--- src/rtl/mdio_pkg.sv ---
package mdio_pkg;

    localparam int PHY_W  = 5;
    localparam int REG_W  = 5;
    localparam int DAT_W  = 16;
    localparam int RNG_W  = 3;
    localparam int HDR_W  = 2 + 2 + PHY_W + REG_W + 2;

    // Half of the MDC period, in system clocks, for each range code.
    function automatic logic [7:0] half_period(input logic [RNG_W-1:0] code);
        case (code)
            3'd0:    half_period = 8'd21;   // 60..100 MHz, /42
            3'd1:    half_period = 8'd31;   // 100..150 MHz, /62
            3'd2:    half_period = 8'd8;    // 20..35 MHz, /16
            3'd3:    half_period = 8'd13;   // 35..60 MHz, /26
            default: half_period = 8'd51;   // 150 MHz and up, /102
        endcase
    endfunction

endpackage

--- src/rtl/mdio_div.sv ---
module mdio_div
    import mdio_pkg::*;
#(
    parameter int CNT_W = 6
) (
    input  logic             clk,
    input  logic             rst_n,
    input  logic             run,
    input  logic [RNG_W-1:0] rng,
    output logic             mdc,
    output logic             rise,
    output logic             fall
);
    typedef struct packed {
        logic [CNT_W-1:0] cnt;
        logic             mdc;
    } div_s;

    div_s q, d;
    logic [CNT_W-1:0] lim;
    logic             last;

    always_comb begin
        lim  = CNT_W'(half_period(rng) - 8'd1);
        last = (q.cnt == lim);
        d    = q;
        if (!run) begin
            d = '0;
        end else if (last) begin
            d.cnt = '0;
            d.mdc = ~q.mdc;
        end else begin
            d.cnt = q.cnt + 1'b1;
        end
        rise = run & last & ~q.mdc;
        fall = run & last & q.mdc;
        mdc  = q.mdc;
    end

    always_ff @(posedge clk) begin
        if (!rst_n) q <= '0;
        else        q <= d;
    end

    AST_DIV_PARKED: assert property (@(posedge clk) disable iff (!rst_n)
        !run |=> !mdc && (q.cnt == '0));

endmodule

--- src/rtl/mdio_seq.sv ---
module mdio_seq
    import mdio_pkg::*;
#(
    parameter int FRAME_LEN = 64
) (
    input  logic                 clk,
    input  logic                 rst_n,
    input  logic                 start,
    input  logic [FRAME_LEN-1:0] frame,
    input  logic                 rd,
    input  logic                 rise,
    input  logic                 fall,
    input  logic                 mdio_i,
    output logic                 mdio_o,
    output logic                 mdio_oe,
    output logic                 done,
    output logic [DAT_W-1:0]     rdata
);
    localparam int BIT_W     = $clog2(FRAME_LEN);
    localparam int DAT_START = FRAME_LEN - DAT_W;
    localparam int TA_START  = DAT_START - 2;
    localparam int LAST_BIT  = FRAME_LEN - 1;

    typedef struct packed {
        logic [FRAME_LEN-1:0] sh;
        logic [BIT_W-1:0]     bitn;
        logic [DAT_W-1:0]     rsh;
        logic                 active;
        logic                 rd;
    } seq_s;

    seq_s q, d;

    always_comb begin
        d    = q;
        done = 1'b0;
        if (start) begin
            d.sh     = frame;
            d.bitn   = '0;
            d.active = 1'b1;
            d.rd     = rd;
        end else if (q.active) begin
            if (rise && q.rd && (q.bitn >= BIT_W'(DAT_START)))
                d.rsh = {q.rsh[DAT_W-2:0], mdio_i};
            if (fall) begin
                if (q.bitn == BIT_W'(LAST_BIT)) begin
                    d.active = 1'b0;
                    done     = 1'b1;
                end else begin
                    d.bitn = q.bitn + 1'b1;
                    d.sh   = {q.sh[FRAME_LEN-2:0], 1'b0};
                end
            end
        end
        mdio_o  = q.sh[FRAME_LEN-1];
        mdio_oe = q.active & ~(q.rd & (q.bitn >= BIT_W'(TA_START)));
        rdata   = q.rsh;
    end

    always_ff @(posedge clk) begin
        if (!rst_n) q <= '0;
        else        q <= d;
    end

    AST_OUT_ON_FALL: assert property (@(posedge clk) disable iff (!rst_n)
        q.active && !fall && !start |=> $stable(mdio_o));

endmodule

--- src/rtl/mdio_mgmt.sv ---
module mdio_mgmt
    import mdio_pkg::*;
#(
    parameter int PRE_BITS = 32,
    parameter int CNT_W    = 6
) (
    input  logic             clk,
    input  logic             rst_n,
    input  logic             cmd_we,
    input  logic [PHY_W-1:0] cmd_phy,
    input  logic [REG_W-1:0] cmd_reg,
    input  logic             cmd_write,
    input  logic [RNG_W-1:0] cmd_range,
    input  logic             cmd_go,
    input  logic             dat_we,
    input  logic [DAT_W-1:0] dat_wdata,
    output logic             busy,
    output logic [DAT_W-1:0] dat_rdata,
    output logic             mdc,
    output logic             mdio_o,
    output logic             mdio_oe,
    input  logic             mdio_i
);
    localparam int FRAME_LEN = PRE_BITS + HDR_W + DAT_W;

    typedef struct packed {
        logic             busy;
        logic [PHY_W-1:0] phy;
        logic [REG_W-1:0] regad;
        logic             wr;
        logic [RNG_W-1:0] rng;
        logic [DAT_W-1:0] data;
    } top_s;

    top_s q, d;
    logic                 accept;
    logic [FRAME_LEN-1:0] frame;
    logic                 rise, fall, seq_done;
    logic [DAT_W-1:0]     seq_rdata;

    always_comb begin
        accept = cmd_we & cmd_go & ~q.busy;
        d      = q;
        if (dat_we && !q.busy) d.data = dat_wdata;
        if (accept) begin
            d.busy  = 1'b1;
            d.phy   = cmd_phy;
            d.regad = cmd_reg;
            d.wr    = cmd_write;
            d.rng   = cmd_range;
        end
        if (seq_done) begin
            d.busy = 1'b0;
            if (!q.wr) d.data = seq_rdata;
        end
        frame = {{PRE_BITS{1'b1}}, 2'b01, (d.wr ? 2'b01 : 2'b10),
                 d.phy, d.regad, 2'b10, d.data};
        busy      = q.busy;
        dat_rdata = q.data;
    end

    always_ff @(posedge clk) begin
        if (!rst_n) q <= '0;
        else        q <= d;
    end

    mdio_div #(.CNT_W(CNT_W)) u_div (
        .clk  (clk),
        .rst_n(rst_n),
        .run  (q.busy),
        .rng  (q.rng),
        .mdc  (mdc),
        .rise (rise),
        .fall (fall)
    );

    mdio_seq #(.FRAME_LEN(FRAME_LEN)) u_seq (
        .clk    (clk),
        .rst_n  (rst_n),
        .start  (accept),
        .frame  (frame),
        .rd     (~cmd_write),
        .rise   (rise),
        .fall   (fall),
        .mdio_i (mdio_i),
        .mdio_o (mdio_o),
        .mdio_oe(mdio_oe),
        .done   (seq_done),
        .rdata  (seq_rdata)
    );

    AST_IDLE_QUIET: assert property (@(posedge clk) disable iff (!rst_n)
        !q.busy |-> !mdc && !mdio_oe);

    AST_CMD_HOLD: assert property (@(posedge clk) disable iff (!rst_n)
        q.busy && cmd_we |=> $stable({q.phy, q.regad, q.wr, q.rng}));

    AST_DATA_HOLD: assert property (@(posedge clk) disable iff (!rst_n)
        q.busy && dat_we && !seq_done |=> $stable(q.data));

    AST_DONE_IN_BUSY: assert property (@(posedge clk) disable iff (!rst_n)
        seq_done |-> q.busy && mdc);

endmodule

--- config.mk ---
export PLATFORM = sky130hd
export DESIGN_NAME = mdio_mgmt
export DESIGN_NICKNAME = d
export VERILOG_FILES = /design/src/rtl/mdio_pkg.sv /design/src/rtl/mdio_div.sv /design/src/rtl/mdio_seq.sv /design/src/rtl/mdio_mgmt.sv
export SDC_FILE = /design/constraint.sdc
export NUM_CORES = 1
export LEC_CHECK = 0
export BUFFER_PORTS_ARGS = -buffer_cell sky130_fd_sc_hd__buf_2
export CAP_MARGIN = 20
export CORE_ASPECT_RATIO = 1.4
export CORE_MARGIN = 10
export CORE_UTILIZATION = 61
export CTS_BUF_LIST = sky130_fd_sc_hd__clkbuf_8 sky130_fd_sc_hd__clkbuf_16
export DETAILED_ROUTE_END_ITERATION = 8
export PLACE_DENSITY = 0.83
export SETUP_SLACK_MARGIN = 0.4
export SLEW_MARGIN = 20
export SYNTH_ARGS = -nofsm -noshare
export SYNTH_HDL_FRONTEND = slang
export SYNTH_HIERARCHICAL = 1
export SYNTH_SLANG_ARGS = --single-unit
--- constraint.sdc ---
create_clock -name clk -period 4.55 [get_ports clk]
set_input_delay 0.2275 -clock clk [delete_from_list [all_inputs] [get_ports clk]]
set_output_delay 0.2275 -clock clk [all_outputs]
set_load 0.05 [all_outputs]
* After elaboration in Yosys (flattened, before gate mapping)
Index checks and enable logic that the tools add are counted.
** Word-level totals
- Output and inout port bits :: 20
- Memories kept :: 0
- Bits in writable memories :: 0
- Logic and storage cells :: 71
- Bits in latches :: 0
- Flip-flop bits (word level) :: 126
- Memory bits (read-only) :: 0
** Operators by class
- Shifts and indexed selects :: 0
- Bitwise logic cells :: 14
- Magnitude comparators :: 2
- Mux-type cells :: 18
- Div/mod/pow operators :: 0
- Add/sub/neg operators :: 3
- $mul :: 0
- Equal/unequal tests :: 6
- Reductions and logical operators :: 14
** Operator list (count)
- 70-bit 2-to-1 mux :: 3
- 87-bit 2-to-1 mux :: 1
- 16-bit 2-to-1 mux :: 4
- 6-bit case mux with 4 select lines :: 1
- 14-bit 2-to-1 mux :: 1
- 6-bit by 1-bit adder with 6-bit output, second input constant :: 2
- 6-bit greater-or-equal comparator, second input constant :: 2
- 3-bit AND reduction :: 3
- 1-bit bitwise AND :: 7
- 1-bit 2-to-1 mux :: 7
- 1-bit NOT :: 7
- 3-bit by 2-bit == test with 1-bit output, second input constant :: 2
- 6-bit == test :: 1
- 6-bit == test, second input constant :: 1
- 6-bit by 1-bit subtractor with 6-bit output, second input constant :: 1
- 2-bit nonzero test :: 2
- 2-bit OR reduction :: 2
- 3-bit by 1-bit == test with 1-bit output, second input constant :: 1
- 1-bit logical AND :: 3
- 3-bit zero test :: 1
- 3-bit OR reduction :: 1
- 2-bit 2-to-1 mux :: 1
- 2-bit != test, second input constant :: 1
- 2-bit AND reduction :: 1
- 1-bit zero test :: 1

* Logic depth before layout (Yosys ltp)
Gate-level depths: netlist of the first run.
- Word-level depth :: 11
- Mapped depth :: 18
- Depth with buffers taken out :: 15

* Modules after synthesis
Netlist of the first run, hierarchy kept.
** By module, submodules not included
- mdio_seq :: sequential area each 1761.7 um2, area each 4937.2 um2, instances 1, cells each 593
- mdio_mgmt :: sequential area each 620.6 um2, area each 1694.1 um2, instances 1, cells each 178
- mdio_div :: sequential area each 140.1 um2, area each 435.4 um2, instances 1, cells each 52

* Least setup slack after synthesis of the first run
No wires, ideal clock.
- Path type :: register to register
- Start point :: register q[17] (netlist name)
- End point :: register u_seq/q[24] (netlist bit)
- Setup slack :: 1.142 ns
- Required time :: 4.428 ns
- Cell stages (with the launch flop) :: 18
- Period minus slack after synthesis :: 3.408 ns
- Arrival :: 3.287 ns
- Setup time :: 0.122 ns
- Cells stage by stage :: dfxtp_1 -> nor3b_1 -> ha_1 -> and2_2 -> a211oi_1 -> o32ai_1 -> nor2_1 -> and3_2 -> nand2_1 -> clkbuf_1 -> nor4_1 -> nor2b_1 -> clkbuf_2 -> buf_4 -> a211oi_2 -> nor2_1 -> mux2_2 -> o311a_1
** RTL lines
- end signal: assignment :: RTL line mdio_seq.sv:61 : if (!rst_n) q <= '0;
- end signal: assignment :: RTL line mdio_seq.sv:62 : else q <= d;
- end: declaration :: RTL line mdio_seq.sv:32 : seq_s q, d;

==> results of run 1 <==
[worst register-to-register path, cell delays in order (launching register included)]
cell,delay (ns)
dfxtp_1,0.41
nor3b_1,0.35
ha_1,0.32
xnor2_1,0.16
a211o_2,0.33
nor2_1,0.22
and3_2,0.28
nand2_2,0.07
nor4_1,0.35
nand2b_1,0.47
nor2_1,0.26
nor2_1,0.05
mux2_2,0.27
o311a_1,0.12
[final timing paths]
kind | cells past startpoint | slack (ns) | to
worst max-delay path | 13 | 0.77 | u_seq/q[24]$_SDFFE_PN0P_
worst min-delay path | 3 | 0.09 | q[16]$_SDFFE_PN0N_
worst min register to register | 2 | 0.48 | u_seq/rdata[10]$_SDFFE_PN0P_
worst max register to register | 13 | 0.77 | u_seq/q[24]$_SDFFE_PN0P_
[layer usage]
layer	routed length, microns	part of all wire, %	vias up
met4	189	1.1	0
met5	0	0	-
met3	974	5.7	17
li1	-	-	3028
met1	7240	42	3026
met2	8660	51	228
[cell type report]
| type | instances | area [sq um] | area share [%] |
|---|---|---|---|
| clock buffers | 21 | 480 | 6.27 |
| inverters | 7 | 26.3 | 0.343 |
| flip-flops and latches | 126 | 2520 | 33.0 |
| multi-input cells | 600 | 3920 | 51.2 |
| clock inverters | 8 | 139 | 1.81 |
| repair buffers | 66 | 387 | 5.05 |
| well taps | 144 | 180 | 2.35 |
[cells in the mapped netlist, drive strengths merged]
library cell and instances:
inv 7, and3b 17, nand4b 1, o21ai 80, o311a 1, a21boi 16, a211o 1, dfxtp 126
nand3b 2, or2 1, and4b 1, nand2b 3, a211oi 19, a21oi 9, or3 1, nor3 5
nand3 84, o32ai 1, o211ai 65, buf 84, a2bb2oi 63, nor4 1, nor3b 18, nor2b 8
and3 2, ha 3, and2 14, clkbuf 40, conb 2, nor2 41, o21a 1, or2b 1
a31oi 67, nand2 10, xnor2 3, mux2i 8, mux2 11, xor2 3, and4 3
[cell usage in the layout (no fill, tap or decap), types with 9 or more instances in the layout]
cell type | synthesis | layout
nand3_1 | 83 | 83
dfxtp_1 | 126 | 124
o211ai_1 | 64 | 64
a211oi_1 | 9 | 9
conb_1 | 2 | 36
a2bb2oi_1 | 63 | 63
a211oi_2 | 10 | 10
o21ai_0 | 80 | 80
and3b_1 | 15 | 15
and2_1 | 13 | 12
a21oi_1 | 9 | 9
a21boi_1 | 10 | 10
clkbuf_16 | 0 | 17
nor3b_1 | 18 | 18
buf_2 | 31 | 55
nor2_1 | 41 | 41
a31oi_1 | 67 | 67
[sequential cells by signal, indices dropped and copies added (netlist names)]
signal and count:
busy 1, dat_rdata 16, q 14, u_div/mdc 1
u_div/q 6, u_seq/mdio_o 1, u_seq/q 71, u_seq/rdata 16
[metrics by stage]
stage,total power [uW],worst slack (ns),hold WS [ns],utilization (%)
floorplan,1420,1.14,0.384,-
global placement,1470,1.11,0.454,62.0
detailed placement,1480,0.881,0.466,62.0
CTS,2890,0.840,0.0833,67.5
global route,2980,0.515,0.0995,67.5
finish,2890,0.775,0.0930,67.5
[kinds of logic (layout without fill, tap and decap cells)]
| logic type | count (synthesis) | in the layout | share of synthesized area, % |
|---|---|---|---|
| compound gates | 323 | 323 | 32.0 |
| fa+ha+maj | 3 | 3 | 0.531 |
| flops | 126 | 126 | 35.7 |
| xor+xnor | 6 | 6 | 0.744 |
| buf+inv | 131 | 102 | 10.8 |
| simple gates | 213 | 213 | 17.0 |
| mux | 19 | 19 | 3.15 |
| other cells | 2 | 36 | 0.106 |
[power by group]
group,switching (uW),internal (uW),total [uW],leakage (uW)
clock network,464,960,1420,0.000312
logic,155,103,258,0.00138
registers,42.2,1160,1200,0.00103
==> results.tsv, run 1 <==
metric	value	unit
status	complete, no violations	
Startpoint Class	flop	
design area	7660	sq um
Fill cells	879	
Starting Density	62.3	%
Area Overhead vs Synth	8.36	%
DIE AREA	16400	sq um
FMAX	0.265	GHz
total clock buffers created by CTS	17	
Final Hold Viols	0	
Most common cell on crit path	nor2_1	
CTS tree	built	
worst vdd ir	0.257	mV
First-pass DRT Iterations	5	
Critical path origin	q[17]$_SDFFE_PN0N_	
die height	147	microns
H-Tree Depth	4	
FF-to-FF Start	q[17]$_SDFFE_PN0N_	
synthesized area	7070	sq um
first-pass GRT wire length	28600	microns
PortBufs	55	
Avg Inst Size Synth	8.59	sq um
cell taking the most area after synthesis	dfxtp_1	
number of setup violations in the final report	0	
width of the die	111	microns
DRC viols	0	
Hold Buf Count CTS	0	
GR Util met2	34.4	%
core area	11300	sq um
grt met1 use	24.1	%
vias per inst	6.48	
gr ovfl total	0	
Hold Path Class	in -> reg	
Seq/Total Area, Yosys	35.7	%
GRT Max-Usage Layer	met2	
crit path max fanout	16	
largest net degree at the start of global routing	129	
fin cells	972	
Detailed Route Iter0 Violations	693	
Final ANT Viol Nets	0	
hpwl dp	10000	microns
Top Family by Delay on Critical Path	simple AND/OR/NAND/NOR gates	
WP data arrival	4.07	ns
post-CTS resize count	0	
CP bufs+invs	0	
vias in the first global route	5859	
placed cell areas	7030	sq um
post-CTS setup buffer count	0	
leakage	0.00272	uW
initial antenna violation count	0	
layout cells sized above 1	15.7	%
fin nets	857	
Slew Viols, Final	0	
Std-Cell Rows	46	
GRT Util Overall	20.0	%
Ports	56	
Cells after Synth	823	
worst-path cell chain	nor3b_1, ha_1, xnor2_1, a211o_2, nor2_1, and3_2, nand2_2, nor4_1, nand2b_1, nor2_1, nor2_1, mux2_2, o311a_1	
dpl cells	943	
max cap viols	0	
Worst-path clk slew	0.05	ns
RSZ-0062 raised after global routing	false	
slowest CP cell	nand2b_1	
CTS max path bufs	2	
Final GP Congestion	0.891	
delay of the slowest critical-path stage	0.47	ns
flops & latches, synth	126	
Clock Latency Late Sink	0.41	ns
critical path class	reg -> reg	
wire per inst	17.6	microns
clock period minus worst slack	3.78	ns
Hold Crit Start	cmd_range[0]	
endpoint class of the critical path	flop	
Worst-Margin Slew	0.892	ns
normalized max-slew margin	40.5	%
pwr dens	377	nW/um^2
Routed WL	17100	microns
Vias	6299	
M3 GR Usage	4.77	%
Worst Skew	0.00772	ns
clock root buffer	clkbuf_16	
Unique masters post-synth	51	
top cell type's share of synthesized area	35.7	%
main area contributors after synthesis	dfxtp_1, a2bb2oi_1, o211ai_1	
number of clock sinks	126	
fin crit share	83.0	%
CP Data Required Time	4.84	ns
Ant. Diodes	0	
Syn. warnings	6	
post-route setup TNS	0	ns
No activity file was read; power rests on OpenSTA's default activity.
==> run 2: changes to the inputs <==
--- a/config.mk
+++ b/config.mk
@@ -9,10 +9,10 @@
 export CAP_MARGIN = 20
 export CORE_ASPECT_RATIO = 1.4
 export CORE_MARGIN = 10
-export CORE_UTILIZATION = 61
+export CORE_UTILIZATION = 55
 export CTS_BUF_LIST = sky130_fd_sc_hd__clkbuf_8 sky130_fd_sc_hd__clkbuf_16
 export DETAILED_ROUTE_END_ITERATION = 8
-export PLACE_DENSITY = 0.83
+export PLACE_DENSITY = 0.79
 export SETUP_SLACK_MARGIN = 0.4
 export SLEW_MARGIN = 20
 export SYNTH_ARGS = -nofsm -noshare
==> constraint.sdc (replaced) <==
create_clock -name clk -period 3.2 [get_ports clk]
set_input_delay 0.16 -clock clk [delete_from_list [all_inputs] [get_ports clk]]
set_output_delay 0.16 -clock clk [all_outputs]
set_load 0.05 [all_outputs]
==> run 2 against run 1 <==
  * Design area increased by 8.2%
  * Routed wire length grew 17%
  * Sequential power increased by 43%
  * Hold slack worse by 0.044 ns
  * Final cell count grew 4.1%
  * Maximum frequency grew 19%
  * Combinational power increased by 60%
  * Sequential share of layout area is 2.3 points lower
  * Clock power up 56%
  * Non-clock buffer count rose by 31
  * Clock skew up 0.0025 ns
  * Highest routed layer unchanged
==> results.tsv, run 2 (synthesis results as in run 1) <==
metric	value	unit
status	complete, no violations	
CTS tree	built	
Vias	6598	
normalized max-slew margin	34.8	%
Final ANT Viol Nets	0	
First-pass DRT Iterations	6	
max cap viols	0	
width of the die	116	microns
GRT Util Overall	20.0	%
Final GP Congestion	0.889	
fin nets	888	
Hold Crit Start	cmd_range[2]	
Fill cells	918	
crit path max fanout	6	
Starting Density	56.6	%
PortBufs	55	
Std-Cell Rows	48	
Power Total	4350	uW
Ports	56	
largest net degree at the start of global routing	84	
Ant. Diodes	0	
gr ovfl total	0	
DRC viols	0	
critical path class	reg -> reg	
Hold Path Class	in -> reg	
FMAX	0.316	GHz
Slew Viols, Final	0	
Critical path origin	q[17]$_SDFFE_PN0N_	
pre-CTS setup slack	0.0881	ns
max FFs per register	71	
hpwl dp	10400	microns
H-Tree Depth	4	
most common cell after layout, fill and taps aside	dfxtp_1	
Worst Skew	0.0102	ns
Routed WL	19900	microns
layout cells sized above 1	22.7	%
Area Overhead vs Synth	17.2	%
DIE AREA	17800	sq um
total clock buffers created by CTS	17	
fin crit share	99.0	%
core area	12500	sq um
worst vdd ir	0.358	mV
FF-to-FF Start	q[17]$_SDFFE_PN0N_	
Startpoint Class	flop	
commonest non-fill, non-tap cells in the layout	dfxtp_1, nand3_1, o21ai_0, a31oi_1, o211ai_1	
number of clock sinks	126	
Worst-path clk slew	0.06	ns
endpoint class of the critical path	flop	
clock period minus worst slack	3.17	ns
CP Data Required Time	3.51	ns
CTS max path bufs	2	
die height	154	microns
Most flops, register	u_seq/q	
pwr dens	525	nW/um^2
vias per inst	6.52	
number of setup violations in the final report	0	
setup ws final	0.0308	ns
RSZ-0062 raised after global routing	true	
leakage	0.00297	uW
Final Hold Viols	0	
first-pass GRT wire length	30100	microns
clock root buffer	clkbuf_16	
Clock Latency Late Sink	0.43	ns
wire per inst	19.7	microns
initial antenna violation count	0	
Detailed Route Iter0 Violations	663	
vias in the first global route	6159	
WP data arrival	3.48	ns
Worst-Margin Slew	0.978	ns
==> run 2: cell type report <==
class,instances,area [sq um],area share (%)
well taps,150,188,2.27
clock inverters,14,241,2.92
clock buffers,18,439,5.30
flip-flops and latches,126,2540,30.6
inverters,7,26.3,0.317
repair buffers,97,723,8.73
multi-input cells,600,4130,49.8
==> run 2: path summary, 6_finish.rpt <==
check,end,slack [ns],cells past startpoint
worst max register to register,u_seq/q[24]$_SDFFE_PN0P_,0.03,17
worst min-delay path,q[18]$_SDFFE_PN0N_,0.05,3
worst min register to register,u_div/q[1]$_SDFF_PP0_,0.48,1
worst max-delay path,u_seq/q[24]$_SDFFE_PN0P_,0.03,17
==> run 2: critical path, stage by stage (launching register included) <==
cell and delay, ns:
dfxtp_4 0.39, nor3b_4 0.28, ha_4 0.19, and2_4 0.17
a211oi_4 0.05, o32ai_4 0.36, nor2_4 0.09, and3_4 0.21
nand2_4 0.08, nor4_4 0.04, nor2b_4 0.15, buf_12 0.14
buf_12 0.12, buf_6 0.11, a211oi_4 0.23, nor2_1 0.08
mux2_4 0.26, o311a_1 0.11
==> run 2: layer usage <==
metal  up-vias  wire length (microns)  global-route usage (%)
met4         0                    443                    6.69
met1      3200                   8110                    23.9
met3        37                   1230                    4.44
li1       3095                      -                       -
met5         -                      0                       0
met2       266                  10200                    34.3
==> run 2: per-stage QoR <==
stage                     utilization [%]  hold slack, ns  setup TNS, ns  cell area (sq um)  cells
final                                66.3          0.0488              0               8280   1012
after global routing                 66.3          0.0587         -0.102               8280   1012
after CTS                            64.3         0.00390              0               8030    999
after detailed placement             57.1           0.431              0               7130    952
after global placement               57.1           0.422              0               7130    952
after floorplan                         -           0.316              0               7280    857
==> run 2: repair_timing <==
action	4_1_cts	5_1_grt
endpoints found under the setup margin	68	100
endpoints found under the hold margin	2	0
setup buffers	13	10
gates cloned	0	3
resized for setup	31	34
hold buffers	2	0
pin swaps	34	22
==> run 2: power breakdown <==
part           total, uW  internal [uW]  leakage [uW]  switching, uW
Sequential          1710           1650       0.00103           63.9
Clock               2220           1480      0.000324            740
Combinational        412            168       0.00161            244
Total               4350           3300       0.00297           1050
